<file path="src/rtl/tum_pkg.sv">
package tum_pkg;
  localparam int CC_W = 2;
  typedef logic [CC_W-1:0] cc_t;
  localparam cc_t CC_NONE  = 2'd0;
  localparam cc_t CC_MIX_0 = 2'd1;
  localparam cc_t CC_MIX_1 = 2'd2;
  localparam cc_t CC_ALL   = 2'd3;
endpackage

</file>
<file path="src/rtl/tum_hw_pick.sv">
module tum_hw_pick #(
  parameter int REG_W = 64,
  parameter int HW_W  = 16,
  localparam int NUM_HW = REG_W / HW_W,
  localparam int SEL_W  = $clog2(NUM_HW)
) (
  input  logic [REG_W-1:0] reg_val,
  input  logic [SEL_W-1:0] sel,
  output logic [HW_W-1:0]  hw_out
);
  logic [HW_W-1:0] slices [NUM_HW];

  // Index 0 is the most significant halfword.
  for (genvar g = 0; g < NUM_HW; g++) begin : g_slice
    assign slices[g] = reg_val[REG_W-1-g*HW_W -: HW_W];
  end

  assign hw_out = slices[sel];
endmodule

</file>
<file path="src/rtl/tum_mask_eval.sv">
module tum_mask_eval
  import tum_pkg::*;
#(
  parameter int HW_W = 16
) (
  input  logic [HW_W-1:0] hw,
  input  logic [HW_W-1:0] mask,
  output cc_t             cc
);
  logic [HW_W-1:0] tested;
  logic            lead_bit;

  assign tested = hw & mask;

  // The highest set mask bit wins: later loop iterations override earlier ones.
  always_comb begin
    lead_bit = 1'b0;
    for (int i = 0; i < HW_W; i++) begin
      if (mask[i]) lead_bit = hw[i];
    end
  end

  always_comb begin
    if (tested == '0)        cc = CC_NONE;
    else if (tested == mask) cc = CC_ALL;
    else if (lead_bit)       cc = CC_MIX_1;
    else                     cc = CC_MIX_0;
  end
endmodule

</file>
<file path="src/rtl/tum_branch_sel.sv">
module tum_branch_sel
  import tum_pkg::*;
(
  input  cc_t        cc,
  input  logic [3:0] br_mask,
  output logic       taken
);
  // Bit 3 belongs to code 0, bit 0 to code 3.
  logic [1:0] idx;
  assign idx   = 2'd3 - cc;
  assign taken = br_mask[idx];
endmodule

</file>
<file path="src/rtl/regtest_cond_unit.sv">
module regtest_cond_unit
  import tum_pkg::*;
#(
  parameter int REG_W = 64,
  parameter int HW_W  = 16,
  localparam int NUM_HW = REG_W / HW_W,
  localparam int SEL_W  = $clog2(NUM_HW)
) (
  input  logic             clk,
  input  logic             rst,
  input  logic             in_valid,
  input  logic [63:0]      reg_val,
  input  logic [15:0]      mask,
  input  logic [1:0]       hw_sel,
  input  logic [3:0]       br_mask,
  output logic             out_valid,
  output logic [1:0]       cc_o,
  output logic             br_taken
);
  logic [HW_W-1:0] sel_hw;
  cc_t             cc_next;
  logic            taken_next;

  tum_hw_pick #(.REG_W(REG_W), .HW_W(HW_W)) u_pick (
    .reg_val (reg_val),
    .sel     (hw_sel),
    .hw_out  (sel_hw)
  );

  tum_mask_eval #(.HW_W(HW_W)) u_eval (
    .hw   (sel_hw),
    .mask (mask),
    .cc   (cc_next)
  );

  tum_branch_sel u_br (
    .cc      (cc_next),
    .br_mask (br_mask),
    .taken   (taken_next)
  );

  always_ff @(posedge clk) begin
    if (rst) begin
      out_valid <= 1'b0;
      cc_o      <= CC_NONE;
      br_taken  <= 1'b0;
    end else begin
      out_valid <= in_valid;
      if (in_valid) begin
        cc_o     <= cc_next;
        br_taken <= taken_next;
      end
    end
  end


  valid_rise_chk: assert property (@(posedge clk) disable iff (rst)
    in_valid |=> out_valid);

  valid_idle_chk: assert property (@(posedge clk) disable iff (rst)
    !in_valid |=> !out_valid);

  hold_result_chk: assert property (@(posedge clk) disable iff (rst)
    !in_valid |=> ($stable(cc_o) && $stable(br_taken)));

  empty_mask_chk: assert property (@(posedge clk) disable iff (rst)
    (in_valid && mask == 16'h0) |=> (cc_o == 2'd0));

  all_ones_chk: assert property (@(posedge clk) disable iff (rst)
    (in_valid && mask != 16'h0 && (sel_hw & mask) == mask) |=> (cc_o == 2'd3));

  branch_always_chk: assert property (@(posedge clk) disable iff (rst)
    (in_valid && br_mask == 4'hF) |=> br_taken);

  branch_never_chk: assert property (@(posedge clk) disable iff (rst)
    (in_valid && br_mask == 4'h0) |=> !br_taken);
endmodule

</file>
<file path="config.mk">
export PLATFORM = sky130hd
export DESIGN_NAME = regtest_cond_unit
export DESIGN_NICKNAME = d
export VERILOG_FILES = /design/src/rtl/tum_pkg.sv /design/src/rtl/tum_hw_pick.sv /design/src/rtl/tum_mask_eval.sv /design/src/rtl/tum_branch_sel.sv /design/src/rtl/regtest_cond_unit.sv
export SDC_FILE = /design/constraint.sdc
export NUM_CORES = 1
export LEC_CHECK = 0
export BUFFER_PORTS_ARGS = -buffer_cell sky130_fd_sc_hd__buf_2
export CAP_MARGIN = 30
export CORE_ASPECT_RATIO = 0.9
export CORE_UTILIZATION = 38
export DETAILED_ROUTE_END_ITERATION = 16
export PLACE_DENSITY_LB_ADDON = 0.2
export RECOVER_POWER = 100
export SYNTH_ARGS = -nofsm -noshare
export SYNTH_HDL_FRONTEND = slang
export SYNTH_SLANG_ARGS = --single-unit
</file>
<file path="constraint.sdc">
create_clock -name clk -period 2.4 [get_ports clk]
set_input_delay 0.36 -clock clk [delete_from_list [all_inputs] [get_ports clk]]
set_output_delay 0.36 -clock clk [all_outputs]
set_load 0.03 [all_outputs]
</file>
==> metrics.yaml, run 1 <==
status: "complete, no violations"
drt_iter0_markers: 61
io_pins: 93
synth_seq_area_share_pct: 7.018
preCtsSetupSlack_ns: -0.1235
antenna_found_initial: 0
ant_nets: 0
cp_slowest_cell: "mux4_2"
finalSetupViolations: 0
post_synth_instance_area_um2: 1141
dr.pass1.iters: 4
power.share.clock_pct: 18.5
routedWlPerCell_um: 15.06
max-vdd-ir-drop_mv: 0.1501
syn_area_per_cell_um2: 8.778
viasPerCell: 5.489
comb_power_share_pct: 65.6
seq_area_um2: 80.08
cts_tree: "yes"
cp.required_ns: 2.52
grtUsageTotal_pct: 25.83
cts_inserted_buffers: 3
max_freq_mhz: 448.8
cts_htree_levels: 1
sequentialPowerShare_pct: 15.9
crit_type: "primary input to flop"
synth_area_leaders: "mux4_1 (14%), mux4_2 (9.9%), mux2i_1 (7.9%)"
power_density_nw_per_um2: 279.6
grt_max_degree: 13
numClockSinks: 4
fp.dieW_um: 59.76
totalWireLength_mm: 4.096
tns_ns: 0
cts_buffer_depth: 2
routabilityCongestion: 0.8753
root_buffer: "clkbuf_4"
cts_setup_buffers: 0
max-slew-margin-rel_pct: 71.21
grt_pass1_wl_mm: 6.141
crit_arrival_ns: 2.35
start_util_pct: 40.86
dp_hpwl_mm: 3.561
critical_path_buf_inv_count: 2
clk_latency_ns: 0.24
hold_class: "primary input to flop"
maxCapViolCount: 0
finClkSkew_ns: 0
cp-start-kind: "primary input"
use_met2_pct: 49.63
synth_top_area_cell: "mux4_1"
rsz0062_at_grt: "false"
via_count: 1493
synth_nets: 219
busiest_layer: "met2"
holdBufCountCts: 0
multi_input_area_um2: 968.4
synth_top_area_share_pct: 13.82
grt-ovfl-total: 0
min_period_ns: 2.228
yosysWarnings: 0
port_buffers: 92
met1_usage_pct: 31.71
num_rows: 18
end_kind: "flop"
num_antenna_cells: 0
ys_seq_elements: 4
fillers: 277
p_int_mw: 0.2904
fin_nets: 323
p_switching_mw: 0.1878
finalMaxSlewViolations: 0
area_growth_pct: 49.89
worst_pin_slew_ns: 0.4289
drc: 0
die-area_um2: 3226
fin_crit_sh_pct: 92.85
netlist_instances: 130
die_h_um: 53.99
final-hold-violation-count: 0
core_um2: 2793
cpLargestDelayFamily: "multiplexers"
mostFrequentLayoutCell: "buf_2"
synth_cell_types: 45
path_clk_slew_ns: 0.04
most-common-layout-cells: "buf_2 (87), nand2_1 (14), buf_4 (13), nor2_1 (11), inv_1 (10)"
worstPathMaxFanout: 10
drive_gt1_share_pct: 50.86
crit_chain: "buf_2 > buf_4 > mux4_2 > a22oi_1 > nand2_1 > nor3_2 > nand3_1 > a32oi_1 > o31ai_1"
max_stage_delay_ns: 0.54
postLayoutSetupSlackWorst_ns: 0.1716
leakage_nw: 0.8640
grtUsageMet3_pct: 2.404
first_global_vias: 1420
swShare_pct: 39.27
## metal layers
metal | routed length [µm] | up-vias
li1 | - | 738
met1 | 1757 | 695
met2 | 2137 | 57
met3 | 180 | 3
met4 | 20 | 0
met5 | 0 | -
## cell families (layout without fill, tap and decap cells)
kind of cell,count (synthesis),in the layout,synth area share [%]
buf+inv,16,118,8.662
mux,27,27,38.49
compound gates,37,37,24.56
flops,4,4,7.018
simple gates,46,46,21.27
## metrics by stage
step | instances | instance area, µm² | hold WS (ns) | total power [mW] | utilization [%]
finish | 272 | 1710 | 0.3164 | 0.4783 | 61.25
global route | 272 | 1710 | 0.3146 | 0.5150 | 61.25
CTS | 272 | 1710 | 0.3108 | 0.4810 | 61.25
detailed placement | 269 | 1688 | 0.4497 | 0.3889 | 60.44
global placement | 269 | 1688 | 0.4506 | 0.3825 | 60.44
floorplan | 130 | 1141 | 0.4267 | 0.2550 | -
## worst paths after layout
kind         depth (start not counted)       end       from  slack, ns
max reg2reg                          6  br_taken   br_taken       1.35
max                                  9  br_taken  hw_sel[0]       0.17
min reg2reg                          2   cc_o[0]    cc_o[0]       0.46
min                                  2   cc_o[0]        rst       0.32
## flip-flops by register name (all words and copies together) (netlist names)
| signal | flops |
|---|---|
| cc_o | 2 |
| br_taken | 1 |
| out_valid | 1 |
## layout make-up
cell class / instances / share of cell area, %
multi-input cells: 110 / 56.62
flip-flops and latches: 4 / 4.682
repair buffers: 105 / 32.26
clock buffers: 3 / 1.317
inverters: 10 / 2.195
well taps: 40 / 2.926
## power by group through the flow
stage | clock network, mW | registers [mW] | logic (mW)
global placement | 0 | 0.0762 | 0.306
finish | 0.0885 | 0.0759 | 0.314
CTS | 0.0913 | 0.0757 | 0.314
global route | 0.0976 | 0.0762 | 0.341
floorplan | 0 | 0.0890 | 0.166
detailed placement | 0 | 0.0767 | 0.312
## cells in the mapped netlist, drive strengths merged
library cell and n:
a2111oi 1, a211o 2, a211oi 1, a21o 1, a21oi 3, a222oi 1, a22o 1, a22oi 7
a311o 1, a311oi 2, a31oi 2, a32o 1, a32oi 1, a41o 1, and3 1, buf 6
dfxtp 4, inv 10, mux2 7, mux2i 9, mux4 11, nand2 14, nand2b 3, nand3 5
nand3b 1, nor2 11, nor2b 1, nor3 4, nor3b 2, nor4 1, nor4bb 1, o211ai 2
o21ai 2, o22a 1, o22ai 4, o2bb2ai 1, o31ai 1, o41ai 1, or3 1, or4 1
## repair_timing
action / CTS / global route
endpoints found under the setup margin: 0 / 1
endpoints found under the hold margin: 0 / 0
gates resized for setup: 0 / 1
Note: power is estimated with default switching activity, not from simulation.
==> run 2, diff against run 1 <==
CORE_UTILIZATION = 30   (was 38)
==> run 2 against run 1 <==
  * Global-route usage is 7.5 points lower
  * Cell area is 1.0% higher
  * Fmax is 0.42% higher
  * Critical path depth down 1
  * Die area is 26% higher
  * Total power increased by 10%
  * Critical path type unchanged
  * Highest routed layer unchanged
==> metrics.yaml, run 2 (synthesis results as in run 1) <==
cp-start-kind: "primary input"  # unchanged
power_density_nw_per_um2: 304.7  # was 279.6 nW/µm²
status: "complete, no violations"  # unchanged
r2r_start: "br_taken"  # unchanged
port_buffers: 92  # unchanged
cts_tree: "yes"  # unchanged
finalPower_mw: 0.5265  # was 0.4783 mW
grtUsageTotal_pct: 18.33  # was 25.83%
fillers: 374  # was 277
area_growth_pct: 51.43  # was 49.89%
final-hold-violation-count: 0  # unchanged
finalCoreUtilization_pct: 49.32  # was 61.25%
drive_gt1_share_pct: 50.43  # was 50.86%
largest_reg_flops: 2  # unchanged
most-common-layout-cells: "buf_2 (86), nand2_1 (14), buf_4 (13), nor2_1 (11), inv_1 (10)"  # was buf_2 (87), nand2_1 (14), buf_4 (13), nor2_1 (11), inv_1 (10)
holdBufCountCts: 0  # unchanged
max-slew-margin-rel_pct: 72.73  # was 71.21%
grt_pass1_wl_mm: 5.547  # was 6.141 mm
routedWlPerCell_um: 13.24  # was 15.06 µm
crit_start: "hw_sel[0]"  # unchanged
fin_crit_sh_pct: 92.46  # was 92.85%
cts_inserted_buffers: 3  # unchanged
top_register: "cc_o"  # unchanged
min_period_ns: 2.219  # was 2.228 ns
reg.largest.list: "cc_o (2), br_taken (1), out_valid (1)"  # unchanged
numClockSinks: 4  # unchanged
die-area_um2: 4055  # was 3226 µm²
die_h_um: 60.51  # was 53.99 µm
root_buffer: "clkbuf_8"  # was clkbuf_4
cts_setup_buffers: 0  # unchanged
grt-ovfl-total: 0  # unchanged
ant_nets: 0  # unchanged
hold_path.startpoint: "rst"  # unchanged
end_kind: "flop"  # unchanged
dr.pass1.iters: 4  # unchanged
crit_type: "primary input to flop"  # unchanged
mostFrequentLayoutCell: "buf_2"  # unchanged
fin_nets: 323  # unchanged
worst_pin_slew_ns: 0.3988  # was 0.4289 ns
leakage_nw: 0.8712  # was 0.8640 nW
via_count: 1452  # was 1493
drc: 0  # unchanged
viasPerCell: 5.261  # was 5.489
max-vdd-ir-drop_mv: 0.1235  # was 0.1501 mV
worstPathMaxFanout: 9  # was 10
preCtsSetupSlack_ns: -0.04698  # was -0.1235 ns
first_global_vias: 1282  # was 1420
antenna_found_initial: 0  # unchanged
num_rows: 20  # was 18
cp.required_ns: 2.49  # was 2.52 ns
cts_buffer_depth: 2  # unchanged
maxCapViolCount: 0  # unchanged
finClkSkew_ns: 0  # unchanged
cts_resized: 0  # unchanged
dp_hpwl_mm: 3.221  # was 3.561 mm
drt_iter0_markers: 65  # was 61
finalMaxSlewViolations: 0  # unchanged
fp.dieW_um: 67.01  # was 59.76 µm
postLayoutSetupSlackWorst_ns: 0.1810  # was 0.1716 ns
path_clk_slew_ns: 0.03  # was 0.04 ns
core_um2: 3503  # was 2793 µm²
io_pins: 93  # unchanged
totalWireLength_mm: 3.655  # was 4.096 mm
finalSetupViolations: 0  # unchanged
routabilityCongestion: 0.8917  # was 0.8753
tns_ns: 0  # unchanged
crit_arrival_ns: 2.31  # was 2.35 ns
cts_htree_levels: 1  # unchanged
rsz0062_at_grt: "false"  # unchanged
start_util_pct: 32.57  # was 40.86%
hold_class: "primary input to flop"  # unchanged
max_freq_mhz: 450.6  # was 448.8 MHz
num_antenna_cells: 0  # unchanged
grt_max_degree: 15  # was 13
dpl_cell_area_um2: 1693  # was 1688 µm²
clk_latency_ns: 0.22  # was 0.24 ns
design_area_um2: 1728  # was 1710 µm²
run 2: changes by cell type in the layout (fill, tap and decap cells not counted):
cell	previous run	this run
clkbuf_8	0	3
clkbuf_2	0	1
buf_2	87	86
nor4bb_1	0	1
nor4bb_2	1	0
clkbuf_4	3	0
run 2: report_power, final:
group          switching, mW  internal [mW]
registers            0.00272         0.0732
clock network         0.0371          0.107
logic                  0.146          0.161
total                  0.186          0.341
run 2: critical path, stage by stage:
cell      delay, ns
clkbuf_2       0.23
mux4_2         0.57
a32o_1         0.26
nor4bb_1       0.32
buf_4          0.18
nand3_1        0.10
a32oi_1        0.21
o31ai_1        0.09
run 2: through the flow:
| step | hold WS (ns) | cells |
|---|---|---|
| floorplan | 0.4267 | 130 |
| global placement | 0.4576 | 273 |
| detailed placement | 0.4545 | 273 |
| CTS | 0.3363 | 276 |
| global route | 0.3437 | 276 |
| finish | 0.3362 | 276 |
run 2: final timing paths:
| kind | to | slack (ns) | cells past startpoint |
|---|---|---|---|
| max | br_taken | 0.18 | 8 |
| min reg2reg | cc_o[0] | 0.46 | 2 |
| min | out_valid | 0.34 | 2 |
| max reg2reg | br_taken | 1.35 | 6 |
run 2: layout make-up:
cell class	count	area, µm²	share of cell area (%)
timing repair buffer	105	551.8	31.93
sequential	4	80.08	4.634
inverter	10	37.54	2.172
tap	44	55.05	3.186
multi-input combinational	110	962.2	55.68
clock buffer	3	41.29	2.390
run 2: layer usage:
| metal | track usage [%] | part of all wire (%) | up-vias |
|---|---|---|---|
| met5 | 0 | 0 | - |
| met4 | 3.647 | 0.25 | 0 |
| met3 | 3.759 | 6.6 | 3 |
| met2 | 30.86 | 45 | 64 |
| met1 | 24.35 | 48 | 654 |
| li1 | - | - | 731 |
==> run 3, diff against run 2 <==
--- a/config.mk
+++ b/config.mk
@@ -9,4 +9,5 @@
 export CAP_MARGIN = 30
 export CORE_ASPECT_RATIO = 0.9
+export CORE_MARGIN = 1.5
 export CORE_UTILIZATION = 30
 export DETAILED_ROUTE_END_ITERATION = 16
==> constraint.sdc (replaced) <==
create_clock -name clk -period 2.4 [get_ports clk]
set_input_delay 0.12 -clock clk [delete_from_list [all_inputs] [get_ports clk]]
set_output_delay 0.12 -clock clk [all_outputs]
set_load 0.03 [all_outputs]
==> run 3 against run 2 <==
  * Sequential power increased by 0.8%
  * Combinational power decreased by 5%
  * First-iteration DRC count decreased by 11%
  * Die area increased by 3.2%
  * Non-clock buffer count decreased by 10
  * Register-to-register slack about the same
  * Cell area decreased by 3.6%
  * Via count decreased by 1.9%
  * Utilization decreased by 4.0 points
  * Total power decreased by 4.0%
  * Sequential share of layout area increased by 0.17 points
  * Critical path depth increased by 1
  * Critical path type unchanged
==> metrics.yaml, run 3 (synthesis results as in run 1) <==
finalSetupViolations: 0  # unchanged
io_pins: 93  # unchanged
area_growth_pct: 45.94  # was 51.43%
cp_slowest_cell: "mux4_2"  # unchanged
cpLargestDelayFamily: "multiplexers"  # unchanged
crit_chain: "buf_2 > clkbuf_2 > mux4_2 > a22oi_1 > nand2_1 > nor3_2 > nand3_1 > a32oi_1 > o31ai_1"  # was clkbuf_2 > mux4_2 > a32o_1 > nor4bb_1 > buf_4 > nand3_1 > a32oi_1 > o31ai_1
mostFrequentLayoutCell: "buf_2"  # unchanged
largest_reg_flops: 2  # unchanged
max_stage_delay_ns: 0.55  # was 0.57 ns
cp.required_ns: 2.49  # about the same
min_period_ns: 2.052  # was 2.219 ns
cts_htree_levels: 1  # unchanged
critical_path_buf_inv_count: 2  # unchanged
viasPerCell: 5.317  # was 5.261
leakage_nw: 0.8256  # was 0.8712 nW
cts_buffer_depth: 2  # unchanged
finalPower_mw: 0.5053  # was 0.5265 mW
fin_nets: 313  # was 323
num_rows: 21  # was 20
drive_gt1_share_pct: 48.20  # was 50.43%
grt_max_degree: 28  # was 15
dr_wl_met2_mm: 1.632  # was 1.633 mm
max-vdd-ir-drop_mv: 0.1251  # was 0.1235 mV
start_util_pct: 31.02  # was 32.57%
cts_tree: "yes"  # unchanged
finalMaxSlewViolations: 0  # unchanged
routed-wl-met3_um: 297  # was 241 µm
final-hold-violation-count: 0  # unchanged
drt_iter0_markers: 58  # was 65
worst_pin_slew_ns: 0.4314  # was 0.3988 ns
fp.dieW_um: 68.01  # was 67.01 µm
holdBufCountCts: 0  # unchanged
routabilityCongestion: 0.8516  # was 0.8917
die_h_um: 61.51  # was 60.51 µm
power_density_nw_per_um2: 303.4  # was 304.7 nW/µm²
grt-ovfl-total: 0  # unchanged
dp_hpwl_mm: 3.155  # was 3.221 mm
cts_inserted_buffers: 3  # unchanged
top_register: "cc_o"  # unchanged
numClockSinks: 4  # unchanged
worstPathMaxFanout: 11  # was 9
core_um2: 3679  # was 3503 µm²
rsz0062_at_grt: "false"  # unchanged
routedWlPerCell_um: 13.49  # was 13.24 µm
highest_layer: "met3"  # was met4
crit_type: "primary input to flop"  # unchanged
end_kind: "flop"  # unchanged
ant_nets: 0  # unchanged
path_clk_slew_ns: 0.03  # about the same
antenna_found_initial: 0  # unchanged
totalWireLength_mm: 3.614  # was 3.655 mm
design_area_um2: 1665  # was 1728 µm²
cts_setup_buffers: 0  # unchanged
dpl_cell_area_um2: 1633  # was 1693 µm²
status: "complete, no violations"  # unchanged
max-slew-margin-rel_pct: 70.50  # was 72.73%
reg.largest.list: "cc_o (2), br_taken (1), out_valid (1)"  # unchanged
via_count: 1425  # was 1452
drc: 0  # unchanged
port_buffers: 92  # unchanged
cp-start-kind: "primary input"  # unchanged
finClkSkew_ns: 0  # unchanged
fin_crit_sh_pct: 85.52  # was 92.46%
die-area_um2: 4183  # was 4055 µm²
wirelength_met1_mm: 1.685  # was 1.771 mm
maxCapViolCount: 0  # unchanged
root_buffer: "clkbuf_8"  # unchanged
first_global_vias: 1254  # was 1282
hold_class: "primary input to flop"  # unchanged
max_freq_mhz: 487.2  # was 450.6 MHz
most-common-layout-cells: "buf_2 (87), nand2_1 (14), nor2_1 (11), inv_1 (10), mux2i_1 (9)"  # was buf_2 (86), nand2_1 (14), buf_4 (13), nor2_1 (11), inv_1 (10)
finalNonFillerCells: 268  # was 276
dr.pass1.iters: 4  # unchanged
cts_resized: 0  # unchanged
grt_pass1_wl_mm: 5.602  # was 5.547 mm
tns_ns: 0  # unchanged
dp_cells: 265  # was 273
crit_arrival_ns: 2.14  # was 2.31 ns
clk_latency_ns: 0.21  # was 0.22 ns
num_antenna_cells: 0  # unchanged
finalCoreUtilization_pct: 45.27  # was 49.32%
grtUsageTotal_pct: 17.42  # was 18.33%
==> run 3: layout make-up <==
type                    count  area, µm²
fillers                   385       2013
repair buffers             95      486.7
flip-flops and latches      4      80.08
multi-input cells         110      962.2
inverters                  10      37.54
well taps                  46      57.56
clock buffers               3      41.29
==> run 3: report_power, final <==
group / internal [mW] / total (mW) / switching [mW] / leakage, nW
clock: 0.107 / 0.139 / 0.0320 / 0.0216
combinational: 0.148 / 0.290 / 0.142 / 0.771
sequential: 0.0732 / 0.0765 / 0.00325 / 0.0333
total: 0.328 / 0.505 / 0.177 / 0.826
==> run 3: routing by layer <==
| metal | up-vias | track usage (%) |
|---|---|---|
| li1 | 714 | - |
| met5 | - | 0 |
| met1 | 636 | 24.83 |
| met3 | 0 | 1.463 |
| met4 | 0 | 1.714 |
| met2 | 75 | 29.82 |
==> run 3: worst paths after layout <==
path | from | to | slack [ns] | depth (start not counted)
max | hw_sel[0] | br_taken | 0.35 | 9
min | rst | out_valid | 0.11 | 2
max reg2reg | br_taken | br_taken | 1.35 | 6
min reg2reg | cc_o[0] | cc_o[0] | 0.47 | 2
==> run 3: worst reg2reg max path, stage by stage (launching register included) <==
cell	delay, ns
dfxtp_1	0.33
nor2_1	0.05
nor2_1	0.16
nand2_1	0.08
a31oi_1	0.15
a32oi_1	0.11
o31ai_1	0.08
==> run 3: metrics by stage <==
step	hold WS [ns]	setup slack [ns]
final	0.1055	0.3476
after global routing	0.1055	0.1517
after CTS	0.1029	0.4080
after detailed placement	0.3240	0.1857
after global placement	0.3303	0.2418
after floorplan	0.1867	0.4926
